<file path="src/rtl/crs_pkg.sv">
package crs_pkg;

  // Spacing in ticks for a rate code: each step halves the slowest interval.
  function automatic int unsigned interval_of(input int unsigned base, input int unsigned code);
    return base >> code;
  endfunction

endpackage

</file>
<file path="src/rtl/crs_sat_counter.sv">
module crs_sat_counter #(
  parameter int W = 8
) (
  input  logic         clk,
  input  logic         rst,
  input  logic         clr,
  input  logic         inc,
  output logic [W-1:0] cnt_o
);

  logic [W-1:0] cnt_q;

  always_ff @(posedge clk) begin
    if (rst)                        cnt_q <= '0;
    else if (clr)                   cnt_q <= '0;
    else if (inc && (cnt_q != '1))  cnt_q <= cnt_q + W'(1);
  end

  assign cnt_o = cnt_q;

endmodule

</file>
<file path="src/rtl/crs_rate_reg.sv">
module crs_rate_reg #(
  parameter int RATE_W     = 8,
  parameter int CODE_W     = 3,
  parameter int RATE_RESET = 2,
  parameter int BASE_TICKS = 16000,
  parameter int CNT_W      = 14
) (
  input  logic              clk,
  input  logic              rst,
  input  logic              wr_en,
  input  logic [CODE_W-1:0] wr_code,
  input  logic              load_en,
  output logic [CNT_W-1:0]  interval_o
);

  localparam int NCODES = 2 ** CODE_W;

  logic [CNT_W-1:0]  lut [NCODES];
  logic [CODE_W-1:0] code_q;
  logic [CNT_W-1:0]  lim_q;

  for (genvar k = 0; k < NCODES; k++) begin : g_lut
    assign lut[k] = CNT_W'(crs_pkg::interval_of(BASE_TICKS, k));
  end

  always_ff @(posedge clk) begin
    if (rst)        code_q <= CODE_W'(RATE_RESET);
    else if (wr_en) code_q <= wr_code;
  end

  // The live interval follows the stored code only outside a conversion.
  always_ff @(posedge clk) begin
    if (rst)          lim_q <= CNT_W'(crs_pkg::interval_of(BASE_TICKS, RATE_RESET));
    else if (load_en) lim_q <= lut[code_q];
  end

  assign interval_o = lim_q;

endmodule

</file>
<file path="src/rtl/conv_rate_sched.sv">
module conv_rate_sched #(
  parameter int RATE_W     = 8,
  parameter int CODE_W     = 3,
  parameter int RATE_RESET = 2,
  parameter int CONV_TICKS = 125,
  parameter int BASE_TICKS = 16000
) (
  input  logic              clk,
  input  logic              rst,
  input  logic              tick_i,
  input  logic              rate_wr_i,
  input  logic [RATE_W-1:0] rate_data_i,
  input  logic              stop_i,
  input  logic              oneshot_i,
  output logic              busy_o,
  output logic              start_o,
  output logic              valid_o
);

  localparam int CNT_W  = $clog2(BASE_TICKS + 1);
  localparam int CONV_W = $clog2(CONV_TICKS + 1);

  logic              busy_q, start_q, valid_q, por_q, stop_prev_q;
  logic [CONV_W-1:0] conv_cnt;
  logic [CNT_W-1:0]  intv_cnt, intv_lim;
  logic              conv_end, intv_due, auto_go, run_edge, start_now;
  logic              rate_hi_unused;

  assign rate_hi_unused = ^rate_data_i[RATE_W-1:CODE_W];

  crs_rate_reg #(
    .RATE_W(RATE_W), .CODE_W(CODE_W), .RATE_RESET(RATE_RESET),
    .BASE_TICKS(BASE_TICKS), .CNT_W(CNT_W)
  ) u_rate (
    .clk(clk), .rst(rst),
    .wr_en(rate_wr_i), .wr_code(rate_data_i[CODE_W-1:0]),
    .load_en(~busy_q | conv_end),
    .interval_o(intv_lim)
  );

  crs_sat_counter #(.W(CONV_W)) u_conv_cnt (
    .clk(clk), .rst(rst), .clr(start_now), .inc(busy_q & tick_i), .cnt_o(conv_cnt)
  );

  crs_sat_counter #(.W(CNT_W)) u_intv_cnt (
    .clk(clk), .rst(rst), .clr(start_now), .inc(tick_i), .cnt_o(intv_cnt)
  );

  assign conv_end  = busy_q & tick_i & (conv_cnt == CONV_W'(CONV_TICKS - 1));
  assign intv_due  = tick_i & (intv_cnt >= (intv_lim - CNT_W'(1)));
  assign auto_go   = ~stop_i & intv_due & (~busy_q | conv_end);
  assign run_edge  = stop_prev_q & ~stop_i;
  // Idle-only sources: power-up, one-shot, leaving standby. Busy drops one-shots.
  assign start_now = (~busy_q & (por_q | oneshot_i | run_edge)) | auto_go;

  always_ff @(posedge clk) begin
    if (rst) begin
      busy_q      <= 1'b0;
      start_q     <= 1'b0;
      valid_q     <= 1'b0;
      por_q       <= 1'b1;
      stop_prev_q <= 1'b0;
    end else begin
      start_q     <= start_now;
      valid_q     <= conv_end;
      stop_prev_q <= stop_i;
      if (start_now) por_q <= 1'b0;
      if (start_now)     busy_q <= 1'b1;
      else if (conv_end) busy_q <= 1'b0;
    end
  end

  assign busy_o  = busy_q;
  assign start_o = start_q;
  assign valid_o = valid_q;

endmodule

</file>
<file path="config.mk">
export PLATFORM = sky130hd
export DESIGN_NAME = conv_rate_sched
export DESIGN_NICKNAME = d
export VERILOG_FILES = /design/src/rtl/crs_pkg.sv /design/src/rtl/crs_sat_counter.sv /design/src/rtl/crs_rate_reg.sv /design/src/rtl/conv_rate_sched.sv
export SDC_FILE = /design/constraint.sdc
export NUM_CORES = 1
export LEC_CHECK = 0
export CORE_MARGIN = 8
export CORE_UTILIZATION = 35
export DETAILED_ROUTE_END_ITERATION = 8
export DONT_BUFFER_PORTS = 1
export SLEW_MARGIN = 0
export SYNTH_ARGS = -nofsm -noshare
export SYNTH_HDL_FRONTEND = slang
export SYNTH_SLANG_ARGS = --single-unit
</file>
<file path="constraint.sdc">
create_clock -name clk -period 6.7 [get_ports clk]
set_input_delay 1.34 -clock clk [delete_from_list [all_inputs] [get_ports clk]]
set_output_delay 1.34 -clock clk [all_outputs]
set_load 0.005 [all_outputs]
</file>
* Yosys cells after proc, flatten, opt, wreduce, memory -nomap -nowiden
Memories as Yosys holds them, arrays and structs flattened. A register that Yosys moved wholly into a read port is not among the register bits. Cells that the tools add are included.
Word-level totals: register bits after elaboration 29, memory bits (read-only) 112, input bits 14, output and inout port bits 3, word-level logic and storage cells 36, memories 1
Operators by class: add/sub/neg operators 3, order comparisons 1, equal/unequal tests 3, multiplexer cells 2, bitwise logic cells 14, reduce and logical (&&, ||, !) cells 4
Memories:
- (name not given) | depth 8, width 14, rd ports 1, clocked after Yosys merged registers in 1, wr ports 0, line crs_rate_reg.sv:34 | else if (load_en) lim_q <= lut[code_q];
Operator list (count):
- 14-bit by 1-bit adder with 14-bit output, second input constant | 1
- 14-bit >= comparator | 1
- 14-bit != test, second input constant | 1
- 14-bit by 1-bit subtractor with 14-bit output, second input constant | 1
- 7-bit by 1-bit adder with 7-bit output, second input constant | 1
- 1-bit bitwise AND | 7
- 7-bit == test, second input constant | 1
- 7-bit != test, second input constant | 1
- 3-bit NOT with 4-bit output | 1
- 1-bit OR | 4
- 1-bit logical AND | 2
- 1-bit two-way mux | 2
- 1-bit NOT | 2
- 2-bit nonzero test | 1
- 2-bit OR reduction | 1

* Longest topological paths before layout
depth after elaboration 7, depth in mapped cells 12

* Modules after synthesis
From an unflattened synthesis, not the netlist that was laid out.
Second synthesis, totals: cells, all modules 281, area total of the unflattened synthesis 2472.4 µm²
Modules (own cells, without submodules):
- crs_sat_counter at u_intv_cnt | times used 1, cells an instance 89, area an instance 744.5 µm², sequential area each 280.3 µm²
- conv_rate_sched | times used 1, cells an instance 83, area an instance 705.7 µm², sequential area each 100.1 µm²
- crs_rate_reg | times used 1, cells an instance 73, area an instance 680.7 µm², sequential area each 340.3 µm²
- crs_sat_counter at u_conv_cnt | times used 1, cells an instance 36, area an instance 341.6 µm², sequential area each 140.1 µm²

* Least setup slack after synthesis
OpenSTA, ideal clock, no wires.
path type reg-to-reg, start point register u_rate.lim_q[2] (netlist: u_rate.interval_o[2]), end point register u_intv_cnt.cnt_q[5] (netlist: u_intv_cnt.cnt_o[5]), setup time 0.075 ns, data arrival time 2.716 ns, required time 6.625 ns, path slack 3.909 ns, cell stages (with the launch flop) 12, cell sequence dfxtp_1 > or4_4 > nor4_4 > nand2_1 > xor2_1 > ha_1 > and2_1 > a221o_1 > a21oi_2 > o211ai_1 > buf_2 > a22oi_2
On the way: word-level cells in the longest chain between the ends 7
RTL lines:
- from (decl) | line crs_rate_reg.sv:20 | logic [CNT_W-1:0] lim_q;
- 14-bit by 1-bit subtractor with 14-bit output | line conv_rate_sched.sv:50 | assign intv_due = tick_i & (intv_cnt >= (intv_lim - CNT_W'(1)));
- 14-bit >= comparator | line conv_rate_sched.sv:50
- 1-bit bitwise AND | line conv_rate_sched.sv:50
- 1-bit bitwise AND (2 in a row) | line conv_rate_sched.sv:51 | assign auto_go = ~stop_i & intv_due & (~busy_q | conv_end);
- 1-bit OR | line conv_rate_sched.sv:54 | assign start_now = (~busy_q & (por_q | oneshot_i | run_edge)) | auto_go;
- 2-bit OR reduction (no line)
- to (signal assigned) | line crs_sat_counter.sv:16 | else if (inc && (cnt_q != '1)) cnt_q <= cnt_q + W'(1);
- to (decl) | line crs_sat_counter.sv:11 | logic [W-1:0] cnt_q;
No other way between the ends. A chain may end at the register's enable or synchronous reset.

* Worst setup path after layout
start point register u_rate.lim_q[2] (netlist: u_rate.interval_o[2]), end point register u_intv_cnt.cnt_q[2] (netlist: u_intv_cnt.cnt_o[2])
The elaborated chain is that of the path after synthesis.

==> impl_metrics.env <==
export IMPL_die_area_sq_mm=0.0102
export IMPL_status="finished, final reports clean"
export IMPL_syn_inst=293
export IMPL_synth_top_area_cell="dfxtp_1"
export IMPL_syn_avg_cell_area_sq_um=8.58
export IMPL_via_per_inst=5.11
export IMPL_gp_congestion=0.778
export IMPL_num_antenna_cells=0
export IMPL_post_route_util=0.382
export IMPL_crit_family="simple AND/OR/NAND/NOR gates"
export IMPL_h_tree_depth=2
export IMPL_maxClockFrequency_mhz=316
export IMPL_grt_use_met1=0.127
export IMPL_crit_path_max_incr_delay_ns=0.59
export IMPL_start_kind="flop"
export IMPL_area_growth_pct=7.86
export IMPL_final_max_slew_viol_count=0
export IMPL_drive_gt1_frac=0.0727
export IMPL_rsz0062_at_grt="no"
export IMPL_seqPwrFrac=0.483
export IMPL_drtAntennaViolNets=0
export IMPL_clockBufferDepth=2
export IMPL_max_slew_worst_pin_slew_ns=0.894
export IMPL_grt_usage=0.105
export IMPL_cap_violations=0
export IMPL_grt_remaining_overflow=0
export IMPL_hold_viol=0
export IMPL_pin_count=17
export IMPL_ys_warn_count=0
export IMPL_clock_sinks=43
export IMPL_p_leak_nw=1.01
export IMPL_num_vias=1983
export IMPL_grt_use_met2=0.173
export IMPL_die_x_microns=101
export IMPL_clkSlewWorstSetupHoldPaths_ns=0.08
export IMPL_wl_per_cell_microns=12.9
export IMPL_syn_area_sq_mm=0.00251
export IMPL_totalNegativeSetupSlack_ns=0
export IMPL_drc=0
export IMPL_numPortBuffers=0
export IMPL_hold_class="flop to flop"
export IMPL_yosysSeqAreaShare=0.342
export IMPL_use_met3=0.0256
export IMPL_synth_main_ff_cell="dfxtp_1"
export IMPL_grt_pass1_wl_microns=8740
export IMPL_fin_crit_sh=0.473
export IMPL_most_common_layout_cells="dfxtp_1, a21oi_1, nor2_1"
export IMPL_vdd_ir_drop_max_mv=0.100
export IMPL_path_cells="or4_4 > nor4_4 > nand2_1 > xor2_1 > ha_1 > and2_1 > a221o_1 > a21oi_2 > o211ai_1 > buf_4 > a221oi_1"
export IMPL_synth_edff_count=0
export IMPL_ys_seq_elements=43
export IMPL_power_share_clock=0.407
export IMPL_critPathRequiredTime_ns=6.90
export IMPL_final_common_cell="dfxtp_1"
export IMPL_die_h_microns=101
export IMPL_min_period_ns=3.17
export IMPL_ys_types=53
export IMPL_hpwl_microns=3670
export IMPL_relSlewSlack=0.404
export IMPL_clock_skew_final_ns=0.00679
export IMPL_crit_buf_inv=1
export IMPL_totalWireLength_microns=5020
export IMPL_crit_path_max_fanout=21
export IMPL_grt_most_used_layer="met2"
export IMPL_clk_insertion_delay_late_ns=0.29
export IMPL_tritoncts="built"
export IMPL_fin_nets=320
export IMPL_combPwrFrac=0.110
export IMPL_crit_type="flop to flop"
export IMPL_syn_num_nets=325
export IMPL_cp_arrival_ns=3.37
export IMPL_clock_root_buffer="clkbuf_8"
export IMPL_numCtsBuffers=5
export IMPL_grt_antenna_before_repair=0
export IMPL_coreArea_sq_mm=0.00710
export IMPL_crit_slowest_cell="or4_4"
export IMPL_synth_area_leaders="dfxtp_1, ha_1, a21oi_1"
export IMPL_switching_power_mw=0.139
export IMPL_holdBufCountCts=0
export IMPL_cts_resized=0
export IMPL_swShare=0.238
export IMPL_grt_max_degree=26
export IMPL_endpoint_kind="flop"
export IMPL_initial_core_util=0.354
export IMPL_p_int_mw=0.443
export IMPL_finalSetupViolCount=0
export IMPL_rows=31
export IMPL_synth_top_area_share=0.342
export IMPL_drt_pre_antenna_iters=4
export IMPL_synthArstFlopShare=0
export IMPL_drt_iter0_drc=76
export IMPL_grt_pass1_vias=1850
export IMPL_cts_setup_buffers=0
export IMPL_pwr_density_cell_mw_per_mm2=214
## registers in the layout (all words and copies together) (netlist names)
signal and cells:
busy_o 1, por_q 1, start_o 1, stop_prev_q 1, u_conv_cnt.cnt_o 7, u_intv_cnt.cnt_o 14
u_rate.code_q 3, u_rate.interval_o 14, valid_o 1
## metrics by stage
stage                     std cells  power [mW]  area, sq um  hold slack (ns)  worst slack (ns)
after global routing            388       0.610         2710            0.542              3.33
after detailed placement        380       0.351         2580            0.492              3.48
after CTS                       388       0.591         2710            0.505              3.52
after global placement          380       0.349         2580            0.486              3.48
final                           388       0.581         2710            0.500              3.53
after floorplan                 293       0.341         2510            0.471              3.91
## worst register-to-register path, stage by stage (launching register included)
cell and delay, ns:
dfxtp_1 0.36, or4_4 0.59, nor4_4 0.26, nand2_1 0.11
xor2_1 0.15, ha_1 0.29, and2_1 0.17, a221o_1 0.30
a21oi_2 0.22, o211ai_1 0.12, buf_4 0.22, a221oi_1 0.30
## worst paths after layout
| path | endpoint | start | depth (start not counted) | slack (ns) |
|---|---|---|---|---|
| setup / recovery | u_intv_cnt.cnt_o[2]$_SDFFE_PP0P_ | u_rate.interval_o[2]$_SDFFE_PP0P_ | 11 | 3.53 |
| hold / removal | u_rate.interval_o[0]$_SDFFE_PP0P_ | u_rate.interval_o[0]$_SDFFE_PP0P_ | 2 | 0.50 |
| hold reg to reg | u_rate.interval_o[0]$_SDFFE_PP0P_ | u_rate.interval_o[0]$_SDFFE_PP0P_ | 2 | 0.50 |
| setup reg to reg | u_intv_cnt.cnt_o[2]$_SDFFE_PP0P_ | u_rate.interval_o[2]$_SDFFE_PP0P_ | 11 | 3.53 |
## cell families after synthesis
| kind of cell | share of synthesized area |
|---|---|
| buffers and inverters | 0.0398 |
| AND/OR/NAND/NOR | 0.233 |
| flip-flops | 0.342 |
| AO/OA/AOI/OAI | 0.176 |
| multiplexers | 0.0318 |
| adder cells (fa/ha/maj) | 0.0896 |
| XOR/XNOR | 0.0871 |
## cell type report
cell class | count | area (sq um)
clock buffers | 6 | 72.6
clock inverters | 2 | 60.1
fillers | 720 | 4390
inverters | 9 | 33.8
multi-input cells | 228 | 1550
flip-flops and latches | 43 | 861
well taps | 99 | 124
repair buffers | 1 | 7.51
## cells in the mapped netlist, drive strengths merged (2+ instances only)
cell,instances
xor2,16
a211o,3
and3,4
nor3,10
o21ai,11
nor3b,2
and2,2
nand2,24
mux2i,8
nor4,4
nand3,8
nor2b,4
nor2,25
or3,3
o21bai,3
dfxtp,43
xnor2,9
o211ai,3
nand4,10
ha,18
nand2b,9
clkbuf,6
a21oi,34
inv,9
buf,7
## power groups by stage
stage	Sequential [mW]	Clock, mW	Combinational, mW
after floorplan	0.282	0	0.0599
after global placement	0.287	0	0.0626
after detailed placement	0.287	0	0.0644
after CTS	0.281	0.245	0.0648
after global routing	0.283	0.252	0.0739
final	0.281	0.237	0.0639
## layer usage
metal / vias up / routed length [microns] / share of wire
li1: 1037 / - / -
met1: 919 / 2420 / 0.48
met2: 18 / 2350 / 0.47
met3: 9 / 140 / 0.028
met4: 0 / 99 / 0.020
met5: - / 0 / 0
Note: power is estimated with default switching activity, not from simulation.
